`src/rtl/sync_shift_rx_pkg.sv`:
```
package sync_shift_rx_pkg;

  typedef enum logic [1:0] {
    PH_IDLE = 2'd0,
    PH_LOW  = 2'd1,
    PH_HIGH = 2'd2
  } phase_e;

  // mode bit 1: sample after the pulse instead of before it
  function automatic logic mode_post(input logic [1:0] m);
    return m[1];
  endfunction

  // mode bit 0: least significant bit arrives first
  function automatic logic mode_lsb(input logic [1:0] m);
    return m[0];
  endfunction

endpackage

```
`src/rtl/sync_shift_rx_timer.sv`:
```
module sync_shift_rx_timer #(
  parameter int TIME_W = 8
) (
  input  logic              clk,
  input  logic              rst,
  input  logic              load,
  input  logic [TIME_W-1:0] load_val,
  output logic              expired
);

  logic [TIME_W-1:0] cnt_q;

  // a phase of N cycles counts N-1 .. 0; a length of 0 behaves as 1
  always_ff @(posedge clk) begin
    if (rst) begin
      cnt_q <= '0;
    end else if (load) begin
      cnt_q <= (load_val == '0) ? '0 : load_val - TIME_W'(1);
    end else if (cnt_q != '0) begin
      cnt_q <= cnt_q - TIME_W'(1);
    end
  end

  assign expired = (cnt_q == '0);

endmodule

```
`src/rtl/sync_shift_rx_assembler.sv`:
```
module sync_shift_rx_assembler #(
  parameter int MAX_BITS = 16,
  parameter int IDX_W    = 4
) (
  input  logic                clk,
  input  logic                rst,
  input  logic                clear,
  input  logic                capture,
  input  logic                lsb_first,
  input  logic                din,
  input  logic [IDX_W-1:0]    bit_idx,
  output logic [MAX_BITS-1:0] word_d
);

  logic [MAX_BITS-1:0] word_q;
  logic [MAX_BITS-1:0] shift_src;

  for (genvar gi = 0; gi < MAX_BITS; gi++) begin : g_bit
    if (gi == 0) begin : g_lsb
      assign shift_src[gi] = din;
    end else begin : g_up
      assign shift_src[gi] = word_q[gi-1];
    end

    always_comb begin
      if (clear) begin
        word_d[gi] = 1'b0;
      end else if (!capture) begin
        word_d[gi] = word_q[gi];
      end else if (lsb_first) begin
        word_d[gi] = (bit_idx == IDX_W'(gi)) ? din : word_q[gi];
      end else begin
        word_d[gi] = shift_src[gi];
      end
    end
  end

  always_ff @(posedge clk) begin
    if (rst) word_q <= '0;
    else     word_q <= word_d;
  end

endmodule

```
`src/rtl/sync_shift_rx.sv`:
```
module sync_shift_rx
  import sync_shift_rx_pkg::*;
#(
  parameter int MAX_BITS = 16,
  parameter int TIME_W   = 8,
  parameter int CNT_W    = $clog2(MAX_BITS + 1)
) (
  input  logic                clk,
  input  logic                rst,
  input  logic                start,
  input  logic [1:0]          cfg_mode,
  input  logic [CNT_W-1:0]    cfg_bits,
  input  logic [TIME_W-1:0]   cfg_low,
  input  logic [TIME_W-1:0]   cfg_high,
  input  logic                sdi,
  output logic                sclk,
  output logic                busy,
  output logic                done,
  output logic [MAX_BITS-1:0] rx_word
);

  localparam int IDX_W = (MAX_BITS > 1) ? $clog2(MAX_BITS) : 1;
  localparam logic [CNT_W-1:0] FULL_CNT = CNT_W'(MAX_BITS);

  phase_e              phase_q;
  logic [1:0]          mode_q;
  logic [CNT_W-1:0]    left_q;
  logic [IDX_W-1:0]    idx_q;
  logic [TIME_W-1:0]   lo_q;
  logic [TIME_W-1:0]   hi_q;

  logic                accept;
  logic                lo_end;
  logic                hi_end;
  logic                last_bit;
  logic                capture;
  logic                tmr_load;
  logic [TIME_W-1:0]   tmr_val;
  logic                tmr_expired;
  logic [MAX_BITS-1:0] asm_word;
  logic [CNT_W-1:0]    req_cnt;

  assign req_cnt  = ((cfg_bits == '0) || (cfg_bits > FULL_CNT)) ? FULL_CNT : cfg_bits;
  assign accept   = (phase_q == PH_IDLE) && start;
  assign lo_end   = (phase_q == PH_LOW)  && tmr_expired;
  assign hi_end   = (phase_q == PH_HIGH) && tmr_expired;
  assign last_bit = (left_q == CNT_W'(1));
  assign capture  = (lo_end && !mode_post(mode_q)) || (hi_end && mode_post(mode_q));
  assign tmr_load = accept || lo_end || (hi_end && !last_bit);

  always_comb begin
    if (lo_end)      tmr_val = hi_q;
    else if (accept) tmr_val = cfg_low;
    else             tmr_val = lo_q;
  end

  sync_shift_rx_timer #(
    .TIME_W (TIME_W)
  ) u_timer (
    .clk      (clk),
    .rst      (rst),
    .load     (tmr_load),
    .load_val (tmr_val),
    .expired  (tmr_expired)
  );

  sync_shift_rx_assembler #(
    .MAX_BITS (MAX_BITS),
    .IDX_W    (IDX_W)
  ) u_asm (
    .clk       (clk),
    .rst       (rst),
    .clear     (accept),
    .capture   (capture),
    .lsb_first (mode_lsb(mode_q)),
    .din       (sdi),
    .bit_idx   (idx_q),
    .word_d    (asm_word)
  );

  always_ff @(posedge clk) begin
    if (rst) begin
      phase_q <= PH_IDLE;
      mode_q  <= '0;
      left_q  <= '0;
      idx_q   <= '0;
      lo_q    <= '0;
      hi_q    <= '0;
      sclk    <= 1'b0;
      busy    <= 1'b0;
      done    <= 1'b0;
      rx_word <= '0;
    end else begin
      done <= 1'b0;
      if (capture) idx_q <= idx_q + IDX_W'(1);
      unique case (phase_q)
        PH_IDLE: begin
          sclk <= 1'b0;
          if (start) begin
            mode_q  <= cfg_mode;
            left_q  <= req_cnt;
            idx_q   <= '0;
            lo_q    <= cfg_low;
            hi_q    <= cfg_high;
            busy    <= 1'b1;
            phase_q <= PH_LOW;
          end
        end
        PH_LOW: begin
          if (tmr_expired) begin
            sclk    <= 1'b1;
            phase_q <= PH_HIGH;
          end
        end
        PH_HIGH: begin
          if (tmr_expired) begin
            sclk <= 1'b0;
            if (last_bit) begin
              phase_q <= PH_IDLE;
              busy    <= 1'b0;
              done    <= 1'b1;
              rx_word <= asm_word;
            end else begin
              left_q  <= left_q - CNT_W'(1);
              phase_q <= PH_LOW;
            end
          end
        end
        default: phase_q <= PH_IDLE;
      endcase
    end
  end

endmodule

```
`config.mk`:
```
export PLATFORM = sky130hd
export DESIGN_NAME = sync_shift_rx
export DESIGN_NICKNAME = d
export VERILOG_FILES = /design/src/rtl/sync_shift_rx_pkg.sv /design/src/rtl/sync_shift_rx_timer.sv /design/src/rtl/sync_shift_rx_assembler.sv /design/src/rtl/sync_shift_rx.sv
export SDC_FILE = /design/constraint.sdc
export NUM_CORES = 1
export LEC_CHECK = 0
export CORE_MARGIN = 8
export CORE_UTILIZATION = 50
export DETAILED_ROUTE_END_ITERATION = 6
export HOLD_SLACK_MARGIN = 0.03
export PLACE_DENSITY = 0.73
export SYNTH_ARGS = -nofsm -noshare
export SYNTH_HDL_FRONTEND = slang
export SYNTH_HIERARCHICAL = 1
export SYNTH_SLANG_ARGS = --single-unit
```
`constraint.sdc`:
```
create_clock -name clk -period 5.93 [get_ports clk]
set_input_delay 1.779 -clock clk [delete_from_list [all_inputs] [get_ports clk]]
set_output_delay 1.779 -clock clk [all_outputs]
set_load 0.05 [all_outputs]
```
; Word-level counts from Yosys, hierarchy flattened
; Index checks and enable logic that the tools add are counted.
[classes]
n_addsub = 4
n_lt_le_gt_ge = 1
eq_ne = 23
mux = 90
bitwise = 2
n_reduce_logical = 28
[ops]
columns = cell, n
row1 = 2-to-1 mux 1 bit, 71
row2 = 2-to-1 mux 8 bit, 5
row3 = "== test 4 bit, second input constant", 8
row4 = 2-to-1 mux 5 bit, 4
row5 = "== test 4 x 3 -> 1 bit, second input constant", 4
row6 = zero test 8 bit, 2
row7 = "subtractor 8 x 1 -> 8 bit, second input constant", 2
row8 = 2-to-1 mux 4 bit, 3
row9 = "inequality test 2 bit, second input constant", 5
row10 = one-hot mux 5 bit (2 select lines), 1
row11 = AND reduction 3 bit, 3
row12 = "== test 4 x 2 -> 1 bit, second input constant", 2
row13 = AND reduction 4 bit, 2
row14 = nonzero test 8 bit, 1
row15 = logical AND 1 bit, 6
row16 = 2-to-1 mux 2 bit, 3
row17 = one-hot mux 2 bit (3 select lines), 1
row18 = "== test 5 x 1 -> 1 bit, second input constant", 1
row19 = "greater-than comparator 5 bit, second input constant", 1
row20 = zero test 5 bit, 1
row21 = "subtractor 5 x 1 -> 5 bit, second input constant", 1
row22 = "adder 4 x 1 -> 4 bit, second input constant", 1
row23 = "== test 4 x 1 -> 1 bit, second input constant", 1
row24 = zero test 4 bit, 1
row25 = 12 further kinds, 18
[totals]
ff_bits = 72
in_bits = 27
output_inout_bits = 19

; Logic depth before layout (Yosys ltp)
[logic_depth]
word_depth = 7
mapped_depth = 15
depth_no_buf = 15

; Hierarchy
; Netlist, hierarchy kept.
[modules_own_cells]
columns = module, instances, cells_each, area_each_um2, seq_area_each_um2
row1 = sync_shift_rx, 1, 246, 2043.2, 960.9
row2 = sync_shift_rx_assembler, 1, 122, 983.4, 320.3
row3 = sync_shift_rx_timer, 1, 72, 601.8, 160.2

; Worst setup path after synthesis
; Ideal clock, no wire load.
[synth_timing]
path_type = input -> register
startpoint = input port start
endpoint = register u_timer.cnt_q[7]
setup_time_ps = 127
arrival_ps = 3639
t_required_ps = 5803
path_slack_ps = 2164
cell_stages = 9
path_cell_list = or3b_4 -> clkinv_4 -> buf_6 -> mux2i_1 -> a21oi_1 -> nor4_1 -> a21boi_0 -> a311oi_1 -> a211oi_1
[synth_between]
elab_chain_len = 6
word_cells_on_any_way = 10
classes_between = add/sub: 1 / mux: 4 / reduce/logical: 5
[synth_rtl]
columns = item, line_no
row1 = "start, declared", sync_shift_rx.sv:10  ; input logic start,
row2 = logical AND 1 bit (*), sync_shift_rx.sv:44  ; assign accept = (phase_q == PH_IDLE) && start;
row3 = 2-to-1 mux 8 bit (*), sync_shift_rx.sv:53  ; else if (accept) tmr_val = cfg_low;
row4 = 2-to-1 mux 8 bit (*), sync_shift_rx.sv:52  ; if (lo_end) tmr_val = hi_q;
row5 = net tmr_val[2], sync_shift_rx.sv:38  ; logic [TIME_W-1:0] tmr_val;
row6 = subtractor 8 x 1 -> 8 bit or zero test 8 bit (tied branches), sync_shift_rx_timer.sv:18  ; cnt_q <= (load_val == '0) ? '0 : load_val - TIME_W'(1);
row7 = 2-to-1 mux 8 bit (*), sync_shift_rx_timer.sv:18
row8 = 2-to-1 mux 8 bit (*), sync_shift_rx_timer.sv:17  ; end else if (load) begin
row9 = "end signal, assigned", sync_shift_rx_timer.sv:18
row10 = "end signal, assigned", sync_shift_rx_timer.sv:20  ; cnt_q <= cnt_q - TIME_W'(1);
row11 = "end, declared", sync_shift_rx_timer.sv:11  ; logic [TIME_W-1:0] cnt_q;
; The timed path passes the listed nets; every way through them passes the cells marked *.
; A chain may end at the register's enable or synchronous reset.

; Final worst setup path
[layout_timing]
startpoint = input port start
endpoint = register u_timer.cnt_q[3]
[layout_between]
elab_chain_len = 6
word_cells_on_any_way = 10
classes_between = add/sub: 1 / mux: 4 / reduce/logical: 5
[layout_rtl]
columns = item, line_no
row1 = logical AND 1 bit, sync_shift_rx.sv:44
row2 = 2-to-1 mux 8 bit, sync_shift_rx.sv:53
row3 = 2-to-1 mux 8 bit, sync_shift_rx.sv:52
row4 = net tmr_val[5], sync_shift_rx.sv:38
row5 = zero test 8 bit, sync_shift_rx_timer.sv:18
row6 = 2-to-1 mux 8 bit, sync_shift_rx_timer.sv:18
row7 = 2-to-1 mux 8 bit, sync_shift_rx_timer.sv:17
; The timed path passes the listed nets, and every way through them passes these cells.

==> metrics.cfg <==
[run_status]
status = completed

[routing]
drtPass1Iterations = 4
drc_errors = 0
viasPerCell = 5.613
drt_iter0_drc = 187
wl_microns = 8758
ant_nets = 0
wl_per_cell_microns = 15.13
num_vias = 3250

[setup_path]
arrival_ps = 4630
critPathMaxFanout = 41
criticalPathCategory = input port to flop
required_ps = 6160
start_kind = input port
cp-end-kind = flop

[sta]
maxSlewViolCount = 0
hold_violations = 0
setup_ws_ps = 1533
fin_setup_tns_ps = 0
hold_slack_ps = 456.7
setup_viol = 0
rsz0062_at_grt = false
fmax_mhz = 227.4
finalCritPeriodShare = 0.7415
tightestPinTransition_ps = 972.7
max_slew_margin = 0.3515
skew_ps = 10.23
period_needed_ps = 4397

[clocking]
cts_buffer_depth = 2
cts_setup_buffers = 0
clkSinkCount = 72
ctsHoldBuffers = 0
ctsResizeCount = 0
cts_tree = done
clock_latency_ps = 360
cts_buffers = 9
h-tree-depth = 3
clk_pin_slew_ps = 70
cts_root_buffer = clkbuf_8

[placement]
hpwlAfterDp_microns = 5888
port_buffers = 45
routabilityCongestion = 0.8705
pre_cts_ws_ps = 1207
dp.cells = 563

[die]
die_width_microns = 101.2
pin_count = 46
die_h_microns = 101.2
die-area_sq_mm = 0.01024
start_util = 0.5084
core-area_sq_mm = 0.007137
rows = 31

[logic_synthesis]
synth_area_per_cell_sq_um = 8.247
async_flop_share = 0
ys.flop_type = dfxtp_1
synth_cell_types = 62
synth_top_area_frac = 0.3972
synth_seq_cells = 72
synth_enable_flop_cells = 0
syn-num-nets = 474
syn_area_sq_mm = 0.003628
seq_area_frac_synth = 0.3972
synth_warnings = 6
yosysTopAreaCell = dfxtp_1
synthCells = 440
synth.area.top_cells = dfxtp_1 (40%), a21oi_1 (6.2%), nor2_1 (6.1%)

[layout]
fin_nets = 509
instances_no_fill = 579
multi_input_area_sq_mm = 0.001987
area_growth_pct = 18.76
seq_area_sq_mm = 0.001441
n_antenna_cell = 0
fillCellCount = 656
drive_gt1_frac = 0.07500

[power]
irDropWorstVdd_uv = 179.7
p_total_uw = 1623
p_leak_uw = 0.001566
p_per_area_mw_per_mm2 = 376.5

[global_route]
grt_max_degree = 55
grt_antenna_before_repair = 0
track_usage = 0.1775
grt_pass1_vias = 3190
grt_pass1_wl_microns = 14790
gr-total-overflow = 0

[job]
maxCapViolCount = 0

[hold_path]
hold_path.class = flop to flop

## cell type report
cell class / count / area share
Sequential cell: 72 / 0.3345
Inverter: 14 / 0.01336
Timing Repair Buffer: 45 / 0.1034
Tap cell: 99 / 0.02875
Clock inverter: 5 / 0.02381
Clock buffer: 11 / 0.03513
Multi-Input combinational cell: 333 / 0.4611
## worst max-delay path, cell delays in order
cell and delay [ps]:
clkdlybuf4s50_1 450, or3b_4 470, clkinv_4 290, mux2i_1 300, a21oi_1 140, nor4_1 590
a31o_2 320, or2_2 160, o21ai_0 90
## synthesized netlist by cell type, drive strengths merged (2+ instances only)
cell type,instances
a211oi,15
or2,2
ha,7
or3,2
dfxtp,72
nor4,33
xor2,6
nand3b,3
a21oi,45
nand2,58
a31o,2
nor3,11
o31ai,2
clkbuf,10
xnor2,5
nand4b,2
buf,11
nand2b,4
nor2,59
a21boi,2
nand3,4
o211ai,2
nand4,2
and2,3
nor2b,3
mux2i,9
or4,2
nor3b,5
a311oi,6
inv,13
and3,5
and3b,3
o21ai,12
or3b,4
and2b,3
## flip-flops by register name, summed over array words and instances (netlist names), 2 cells and up
name	count
hi_q	8
idx_q	4
left_q	5
lo_q	8
mode_q	2
phase_q	2
rx_word	16
u_asm/word_q	16
u_timer/cnt_q	8
## cell usage in the layout, fill, tap and decap left out, drive strengths merged, types with 3 or more instances in the layout
| cell type | instances |
|---|---|
| nor3b | 5 |
| a311oi | 6 |
| ha | 7 |
| xor2 | 6 |
| o21ai | 12 |
| xnor2 | 5 |
| or3b | 4 |
| a211oi | 15 |
| and2b | 3 |
| clkdlybuf4s50 | 44 |
| nor2b | 3 |
| bufinv | 3 |
| nor4 | 33 |
| nand2 | 58 |
| mux2i | 9 |
| nand2b | 4 |
| inv | 13 |
| and3 | 5 |
| and3b | 3 |
| nand3b | 3 |
| a21oi | 45 |
| and2 | 3 |
| nor3 | 11 |
| nor2 | 59 |
| dfxtp | 72 |
| clkbuf | 11 |
| nand3 | 4 |
## path summary, 6_finish.rpt
kind                                       start          endpoint  slack [ps]  cells after the start
worst max-delay path                       start  u_timer/cnt_q[3]        1530                      9
worst min-delay path                     hi_q[2]           hi_q[2]         460                      2
worst max register to register  u_timer/cnt_q[0]  u_timer/cnt_q[3]        1980                     13
worst min register to register           hi_q[2]           hi_q[2]         460                      2
## per-layer routing
layer	GRT usage	wire, microns	vias up
met4	0.08247	165	0
met1	0.2321	4271	1514
met2	0.2672	3924	76
li1	-	-	1644
met5	0	0	-
met3	0.04536	397	16
## metrics by stage
stage                     cell area, sq um    util
after CTS                             4309  0.6038
after floorplan                       3628       -
after global placement                4055  0.5682
final                                 4309  0.6038
after detailed placement              4055  0.5682
after global routing                  4309  0.6038
## kinds of logic (layout without fill, tap and decap cells)
group | after synthesis | in the layout | share of synthesized area
flops | 72 | 72 | 0.3972
simple gates | 210 | 210 | 0.3066
compound gates | 96 | 96 | 0.1655
xor+xnor | 11 | 11 | 0.02655
mux | 9 | 9 | 0.02483
fa+ha+maj | 7 | 7 | 0.02414
buf+inv | 35 | 75 | 0.05517
## power by group
| part | leakage [uW] | internal [uW] | switching (uW) |
|---|---|---|---|
| clock network | 0.000126 | 302 | 183 |
| logic | 0.000854 | 223 | 324 |
| registers | 0.000586 | 538 | 52.5 |
Note: power is estimated with default switching activity, not from simulation.
